==> src/rtl/scl_phase_pkg.sv <==
package scl_phase_pkg;

  localparam int FRAC_BITS = 16;
  localparam int ONE_PH    = 1 << FRAC_BITS;
  localparam int HALF_PH   = ONE_PH / 2;
  localparam int QTR_PH    = ONE_PH / 4;
  localparam int MAX_PH    = ONE_PH + HALF_PH;
  localparam int WORD_W    = 16;
  localparam int TRIP_POS  = WORD_W - 1;
  localparam int SUB_W     = 2;
  localparam logic [WORD_W-1:0] FRAC_MASK = 16'h7FFE;

  typedef enum logic [1:0] {
    SUBK_BAD = 2'd0,
    SUBK_ONE = 2'd1,
    SUBK_TWO = 2'd2
  } sub_kind_e;

  function automatic sub_kind_e decode_sub(input logic [SUB_W-1:0] s);
    case (s)
      2'd1:    return SUBK_ONE;
      2'd2:    return SUBK_TWO;
      default: return SUBK_BAD;
    endcase
  endfunction

endpackage

==> src/rtl/scl_phase_sum.sv <==
module scl_phase_sum
  import scl_phase_pkg::*;
#(
  parameter int SCALE_W = 32,
  parameter int PH_W    = SCALE_W + 2
) (
  input  logic                   clk_i,
  input  logic                   rst_ni,
  input  logic                   vld_i,
  input  logic [SCALE_W-1:0]     scale_i,
  input  logic [SUB_W-1:0]       sub_i,
  input  logic                   cosited_i,
  output logic                   vld_o,
  output logic signed [PH_W-1:0] sum_o,
  output logic                   bad_o
);

  localparam logic signed [PH_W-1:0] START_S = -PH_W'(HALF_PH);
  localparam logic signed [PH_W-1:0] SITE_S  = PH_W'(QTR_PH);

  sub_kind_e               kind;
  logic signed [PH_W-1:0]  site_add;
  logic signed [PH_W-1:0]  scale_add;
  logic signed [PH_W-1:0]  sum_d;
  logic                    bad_d;

  always_comb begin
    kind      = decode_sub(sub_i);
    site_add  = (cosited_i && kind == SUBK_TWO) ? SITE_S : '0;
    scale_add = (kind == SUBK_TWO) ? PH_W'(scale_i >> 2) : PH_W'(scale_i >> 1);
    sum_d     = START_S + site_add + scale_add;
    bad_d     = (kind == SUBK_BAD);
  end

  always_ff @(posedge clk_i or negedge rst_ni) begin
    if (!rst_ni) begin
      vld_o <= 1'b0;
      sum_o <= '0;
      bad_o <= 1'b0;
    end else begin
      vld_o <= vld_i;
      if (vld_i) begin
        sum_o <= sum_d;
        bad_o <= bad_d;
      end
    end
  end

endmodule

==> src/rtl/scl_phase_encode.sv <==
module scl_phase_encode
  import scl_phase_pkg::*;
#(
  parameter int PH_W = 34
) (
  input  logic                   clk_i,
  input  logic                   rst_ni,
  input  logic                   vld_i,
  input  logic signed [PH_W-1:0] sum_i,
  input  logic                   bad_i,
  output logic                   vld_o,
  output logic [WORD_W-1:0]      word_o,
  output logic                   err_o
);

  localparam logic signed [PH_W-1:0] ONE_S = PH_W'(ONE_PH);
  localparam logic signed [PH_W-1:0] LO_S  = -PH_W'(HALF_PH);
  localparam logic signed [PH_W-1:0] HI_S  = PH_W'(MAX_PH);

  logic                    neg;
  logic                    out_of_range;
  logic signed [PH_W-1:0]  wrapped;
  logic [WORD_W-1:0]       field;
  logic [WORD_W-1:0]       word_d;
  logic                    err_d;

  always_comb begin
    neg          = sum_i[PH_W-1];
    out_of_range = (sum_i < LO_S) || (sum_i > HI_S);
    err_d        = bad_i || out_of_range;
    wrapped      = neg ? (sum_i + ONE_S) : sum_i;
    field        = wrapped[WORD_W+1:2] & FRAC_MASK;
    word_d       = '0;
    if (!err_d) begin
      word_d           = field;
      word_d[TRIP_POS] = ~neg;
    end
  end

  always_ff @(posedge clk_i or negedge rst_ni) begin
    if (!rst_ni) begin
      vld_o  <= 1'b0;
      word_o <= '0;
      err_o  <= 1'b0;
    end else begin
      vld_o <= vld_i;
      if (vld_i) begin
        word_o <= word_d;
        err_o  <= err_d;
      end
    end
  end

endmodule

==> src/rtl/scl_phase_calc.sv <==
module scl_phase_calc
  import scl_phase_pkg::*;
#(
  parameter int SCALE_W = 32
) (
  input  logic               clk_i,
  input  logic               rst_ni,
  input  logic               vld_i,
  input  logic [SCALE_W-1:0] scale_i,
  input  logic [1:0]         sub_i,
  input  logic               cosited_i,
  output logic               vld_o,
  output logic [15:0]        word_o,
  output logic               err_o
);

  localparam int PH_W = SCALE_W + 2;

  logic                   rst_meta_q;
  logic                   rst_sync_q;
  logic                   s1_vld;
  logic signed [PH_W-1:0] s1_sum;
  logic                   s1_bad;

  always_ff @(posedge clk_i or negedge rst_ni) begin
    if (!rst_ni) begin
      rst_meta_q <= 1'b0;
      rst_sync_q <= 1'b0;
    end else begin
      rst_meta_q <= 1'b1;
      rst_sync_q <= rst_meta_q;
    end
  end

  scl_phase_sum #(
    .SCALE_W (SCALE_W),
    .PH_W    (PH_W)
  ) u_sum (
    .clk_i     (clk_i),
    .rst_ni    (rst_sync_q),
    .vld_i     (vld_i),
    .scale_i   (scale_i),
    .sub_i     (sub_i),
    .cosited_i (cosited_i),
    .vld_o     (s1_vld),
    .sum_o     (s1_sum),
    .bad_o     (s1_bad)
  );

  scl_phase_encode #(
    .PH_W (PH_W)
  ) u_enc (
    .clk_i  (clk_i),
    .rst_ni (rst_sync_q),
    .vld_i  (s1_vld),
    .sum_i  (s1_sum),
    .bad_i  (s1_bad),
    .vld_o  (vld_o),
    .word_o (word_o),
    .err_o  (err_o)
  );

endmodule

==> config.mk <==
export PLATFORM = sky130hd
export DESIGN_NAME = scl_phase_calc
export DESIGN_NICKNAME = d
export VERILOG_FILES = /design/src/rtl/scl_phase_pkg.sv /design/src/rtl/scl_phase_sum.sv /design/src/rtl/scl_phase_encode.sv /design/src/rtl/scl_phase_calc.sv
export SDC_FILE = /design/constraint.sdc
export NUM_CORES = 1
export LEC_CHECK = 0
export ABC_AREA = 1
export BUFFER_PORTS_ARGS = -buffer_cell sky130_fd_sc_hd__buf_2
export CORE_MARGIN = 2
export CORE_UTILIZATION = 35
export CTS_CLUSTER_SIZE = 28
export DETAILED_ROUTE_END_ITERATION = 6
export GPL_TIMING_DRIVEN = 0
export SETUP_SLACK_MARGIN = 0.2
export SKIP_CTS_REPAIR_TIMING = 1
export SLEW_MARGIN = 15
export SYNTH_ARGS = -nofsm -noshare
export SYNTH_HDL_FRONTEND = slang
export SYNTH_SLANG_ARGS = --single-unit
==> constraint.sdc <==
create_clock -name clk_i -period 2.15 [get_ports clk_i]
set_input_delay 0.215 -clock clk_i [delete_from_list [all_inputs] [get_ports clk_i]]
set_output_delay 0.215 -clock clk_i [all_outputs]
set_load 0.01 [all_outputs]
# Yosys cells after proc, flatten, opt, wreduce, memory -nomap -nowiden
# Index checks and enable logic that the tools add are counted.
[word_totals]
reg_bits = 56
input_bits = 38
output_inout_bits = 18
wordCells = 26
[op_classes]
add_sub_neg = 3
order_cmp = 2
n_eq_ne = 3
mux = 5
n_bitwise = 1
n_reduce_logical = 4
[op_table]
columns = ["op", "n"]
rows = [
  ["$add 16x34->34 const A", 1],
  ["$add 34x34->34", 1],
  ["$gt 34x18->1 const B", 1],
  ["$lt 34x16->1 const B", 1],
  ["$mux 31", 1],
  ["$add 17x17->17 const B", 1],
  ["$mux 17", 1],
  ["$mux 16", 1],
  ["$mux 15", 1],
  ["$eq 2x2->1 const B", 2],
  ["$pmux 2 s2", 1],
  ["$eq 2x1->1 const B", 1],
  ["$logic_not 2->1", 1],
  ["$logic_or 1x1->1", 2],
  ["$logic_and 1x1->1", 1],
  ["$not 1->1", 1],
]

# Logic depth before layout (Yosys ltp)
[depth]
word_depth = 7
depth_mapped = 20
ltp_nobuf = 17

# Hierarchy
# Synthesis repeated with hierarchy kept, for this count alone.
[unflattened]
hier_cells = 476
hier_area_um2 = 3326.9
[modules_own_cells]
columns = ["module", "n_inst", "cells_each", "area_each_um2", "seq_area_each_um2"]
rows = [
  ["scl_phase_sum", 1, 325, 2248.4, 875.8],
  ["scl_phase_encode", 1, 148, 1024.7, 425.4],
  ["scl_phase_calc", 1, 3, 53.8, 50.0],
]

# Worst setup path after synthesis
# OpenSTA, ideal clock, no wires.
[synth_path]
path_type = "input port to flip-flop"
startpoint = "in sub_i[0]"
endpoint = "reg u_sum.sum_o[20]"
setup_ns = 0.132
arrival_time_ns = 2.123
setup_slack_ns = -0.105
stages = 15
path_buffers = 3
path_cell_list = "inv_1 ha_1 buf_6 inv_4 buf_6 clkbuf_1 nand2_1 nand2_1 ha_1 inv_1 ha_1 nand3_4 nor3_4 xor2_1 o21ai_1"
[synth_via]
elab_chain_len = 7
[synth_lines]
columns = ["element", "line_no", "rtl"]
rows = [
  ["start: declaration", "scl_phase_calc.sv:10", "input logic [1:0] sub_i,"],
  ["$eq 2x2->1 / $eq 2x1->1 (equally long branches)", "scl_phase_pkg.sv:20", "case (s)"],
  ["$pmux 2 s2 *", "scl_phase_pkg.sv:20", ""],
  ["$eq 2x2->1 *", "scl_phase_sum.sv:29, scl_phase_sum.sv:30", ""],
  ["$logic_and 1x1->1", "scl_phase_sum.sv:29", "site_add = (cosited_i && kind == SUBK_TWO) ? SITE_S : '0;"],
  ["$mux 15", "scl_phase_sum.sv:29", ""],
  ["$add 16x34->34", "scl_phase_sum.sv:31", "sum_d = START_S + site_add + scale_add;"],
  ["$add 34x34->34 *", "scl_phase_sum.sv:31", ""],
  ["end signal: assignment", "scl_phase_sum.sv:43", "sum_o <= sum_d;"],
  ["end: declaration", "scl_phase_sum.sv:14", "output logic signed [PH_W-1:0] sum_o,"],
]
# Every way passes the cells marked *; elsewhere a longest branch is shown, timed or not.
# A chain may end at the register's enable or synchronous reset.

# Worst setup path in the final report
# Ends and elaborated chain as after synthesis.

==> impl_table.tex <==
\begin{tabular}{lr}
\hline
Metric & Value \\
\hline
\multicolumn{2}{l}{\textbf{Timing}} \\
\quad Number of slew-limit violations in the final report & 0 \\
\quad Post-route clock period utilization & 0.8722 \\
\quad Final setup skew & approximately 0.0067 ns \\
\quad Total setup violations reported at the end of the flow & 0 \\
\quad Final critical-path required period & 1.875 ns \\
\quad Fmax achieved & 533.3 MHz \\
\quad Setup repair after global routing missed its margin & yes \\
\quad Number of endpoints with negative hold slack in the final report & 0 \\
\multicolumn{2}{l}{\textbf{Power}} \\
\quad Power per unit of standard cell area & 569.7 nW/um2 \\
\quad Pleak & around 2.1 nW \\
\quad Final total power & 2.388 mW \\
\quad Max rail drop VDD & 235.5 uV \\
\multicolumn{2}{l}{\textbf{Drt}} \\
\quad Routed via count & 3,188 \\
\quad Post-detailed-route via-to-cell ratio & 4.681 \\
\quad Sum of routed wire length over all layers & roughly 8.4 mm \\
\quad Drt wl/cell & 12.39 um \\
\quad Initial DRC Count & 168 \\
\quad Pre-antenna DRT Iters & 4 \\
\quad Antenna viol nets, final & 0 \\
\quad Post-route DRC & 0 \\
\multicolumn{2}{l}{\textbf{Final layout}} \\
\quad Commonest non-fill, non-tap cell in the layout & nand2\_1 \\
\quad Commonest cells after routing, fill and taps aside & nand2\_1 (162), nor2\_1 (54), buf\_2 (54), dfrtp\_1 (54), inv\_1 (37) \\
\quad Final core utilization & 0.4369 \\
\quad Diodes inserted & 0 \\
\quad Relative area change from synthesis to final layout & 22.85\% \\
\quad Proportion of layout cells with a drive suffix above 1 & 0.2336 \\
\quad Final net count & 588 \\
\multicolumn{2}{l}{\textbf{Yosys}} \\
\quad Post-synthesis net count & 516 \\
\quad Simple-gate share of the synthesized area & 0.3905 \\
\quad Gate count after technology mapping & 475 \\
\quad Predominant post-synthesis flop cell & dfrtp\_1 \\
\quad EDFF count, synth & 0 \\
\quad Post-synth cell types & 40 \\
\quad Mapped cell area & 3412 um2 \\
\quad Proportion of synthesized chip area in sequential cells & 0.4034 \\
\quad Synth Area in Adders & 0.01100 \\
\quad Parity-gate share of the synthesized area counting xor and xnor cells & 0.005134 \\
\quad Average instance area after synthesis & 7.183 um2 \\
\quad Count of synthesis-stage warnings from yosys & 0 \\
\quad Multiplexer area fraction after synthesis & 0 \\
\quad Main combinational cell family by area after synthesis & simple AND/OR/NAND/NOR gates \\
\quad Async set-or-reset flop fraction in the synthesized netlist & 1.000 \\
\quad Compound-cell area share of the yosys netlist & 0.09974 \\
\quad Flip-flop and latch count after synthesis & 55 \\
\multicolumn{2}{l}{\textbf{Worst hold path}} \\
\quad Kind of path behind the tightest hold check & input port to flip-flop \\
\multicolumn{2}{l}{\textbf{Floorplan}} \\
\quad Placeable Area & 9594 um2 \\
\quad DIE WIDTH & roughly 100 um \\
\quad Die area & $\sim$11,000 um2 \\
\quad Initial Util & 0.3556 \\
\quad Y dimension of the die & 102.7 um \\
\quad FP Rows & 36 \\
\quad I/O pin count & 56 \\
\multicolumn{2}{l}{\textbf{Global route}} \\
\quad First-pass GRT wire length & $\sim$14 mm \\
\quad Largest net degree at the start of global routing & 36 \\
\quad Global route total overflow & 0 \\
\quad Gr usage total & 0.1659 \\
\quad Number of global-route vias before repair & 2,945 \\
\quad Initial antenna violation count & 0 \\
\multicolumn{2}{l}{\textbf{CTS}} \\
\quad Insertion delay of the later-clocked pin in the worst-skew pair & between 0.3 and 0.4 ns \\
\quad H-Tree Depth & 2 \\
\quad Clock Tree Buf Depth & 2 \\
\quad Clock sinks & 55 \\
\quad Clock Pin Slew Worst Setup and Hold Paths & about 0.1 ns \\
\quad Clk Tree Root Cell & clkbuf\_8 \\
\quad Total clock buffers created by CTS & 5 \\
\quad Clock tree from TritonCTS & built \\
\multicolumn{2}{l}{\textbf{Setup path}} \\
\quad R2r setup slk & 0.53 ns \\
\quad Largest fanout on the critical path & 7 \\
\quad Kind of end point of the critical path & flip-flop \\
\quad Data arrival time of the critical path & 2.07 ns \\
\quad Critical path start-end classification & input port to flip-flop \\
\quad Element type at the critical path start & input port \\
\quad Data required time of the critical path & 2.34 ns \\
\multicolumn{2}{l}{\textbf{Place}} \\
\quad Gpl congestion & 0.8974 \\
\quad Count of port buffers added during placement & 53 \\
\quad HPWL after detailed placement & 6.596 mm \\
\multicolumn{2}{l}{\textbf{Run status}} \\
\quad Outcome & finished, final reports clean \\
\multicolumn{2}{l}{\textbf{Flow run}} \\
\quad Max Cap Violations & 0 \\
\hline
\end{tabular}
==> state kept, by name (all words and copies together) (netlist names) <==
signal,flops
u_enc.vld_o,1
u_sum.bad_o,1
u_enc.err_o,1
u_sum.vld_o,1
rst_meta_q,1
u_sum.sum_o,34
rst_sync_q,1
u_enc.word_o,15
==> where the power goes <==
| group | switching, mW | internal (mW) | leakage (nW) |
|---|---|---|---|
| clock network | 0.364 | 0.354 | 0.0587 |
| registers | 0.0675 | 1.11 | 0.695 |
| logic | 0.299 | 0.197 | 1.37 |
==> worst max-delay path, stage by stage <==
cell     delay, ns
buf_8         0.11
inv_12        0.04
ha_4          0.12
buf_8         0.13
inv_6         0.04
buf_12        0.12
buf_8         0.11
nand2_2       0.05
nand2_1       0.05
ha_2          0.18
inv_4         0.07
ha_4          0.14
nand3_4       0.10
nor3_4        0.28
xor2_1        0.23
o21ai_1       0.08
==> per-stage QoR <==
stage | instances | setup slack [ns] | instance area [um2] | hold slack [ns] | setup TNS [ns]
after CTS | 670 | 0.1134 | 4056 | -0.3534 | 0
after detailed placement | 662 | -0.2336 | 3940 | 0.0006480 | -1.343
after global placement | 661 | -0.1822 | 3919 | -0.00002609 | -7.934
after floorplan | 475 | 0.1694 | 3487 | -0.08059 | 0
final | 681 | 0.2748 | 4192 | 0.07518 | 0
after global routing | 681 | 0.1720 | 4192 | 0.06526 | 0
==> path summary, 6_finish.rpt <==
check,depth (start not counted),to,startpoint
max,16,u_sum.sum_o[20],sub_i[0]
min,1,u_sum.vld_o,vld_i
min reg2reg,0,u_enc.word_o[12],rst_sync_q
min in group asynchronous,2,rst_sync_q,rst_ni
max reg2reg,10,u_enc.word_o[3],u_sum.sum_o[33]
max in group asynchronous,1,u_sum.sum_o[20],rst_sync_q
==> Yosys cell counts, types with 2 or more instances <==
master    instances  area (um2)
nand2_1         165       619.3
dfrtp_1          55        1376
nor2_1           54       202.7
inv_1            39       146.4
o21ai_0          33       165.2
nand3_1          22       110.1
nand3b_1         14       105.1
o21ai_1          10       50.05
clkbuf_1          9       33.78
nand2_2           8       50.05
nand4_1           6       37.54
nor2_2            5       31.28
o21ai_2           5       43.79
buf_6             4       45.04
nor2_4            4       45.04
o22ai_1           4       25.02
buf_2             3       15.01
ha_1              3       37.54
nand2_4           3       33.78
a31oi_1           2       12.51
buf_1             2       7.510
buf_4             2       15.01
clkinv_1          2       7.510
conb_1            2       7.510
nand3_4           2       35.03
nor3_1            2       10.01
xor2_1            2       17.52
==> routing by layer <==
| layer | global-route usage | share of wire | vias to the layer above |
|---|---|---|---|
| met5 | 0 | 0 | - |
| met4 | 0.05162 | 0.018 | 0 |
| met3 | 0.01695 | 0.034 | 12 |
| met2 | 0.2685 | 0.46 | 59 |
| met1 | 0.2351 | 0.49 | 1490 |
| li1 | - | - | 1627 |
==> final cells by class <==
cell class	count	area, um2
well taps	133	166.4
multi-input cells	355	1785
flip-flops and latches	55	1378
clock buffers	5	68.82
fillers	1008	5403
plain buffers	21	176.4
inverters	44	188.9
clock inverters	3	47.55
repair buffers	65	380.4
==> cell families (layout without fill, tap and decap cells) <==
kind of cell	after synthesis	in the layout
AOI/OAI and AO/OA	59	59
buffers and inverters	65	138
DFF	55	55
and+or+nand+nor	289	289
other	2	2
xor gates and xnor gates	2	2
adders and majority gates	3	3
Power figures use the tool's default switching activity.
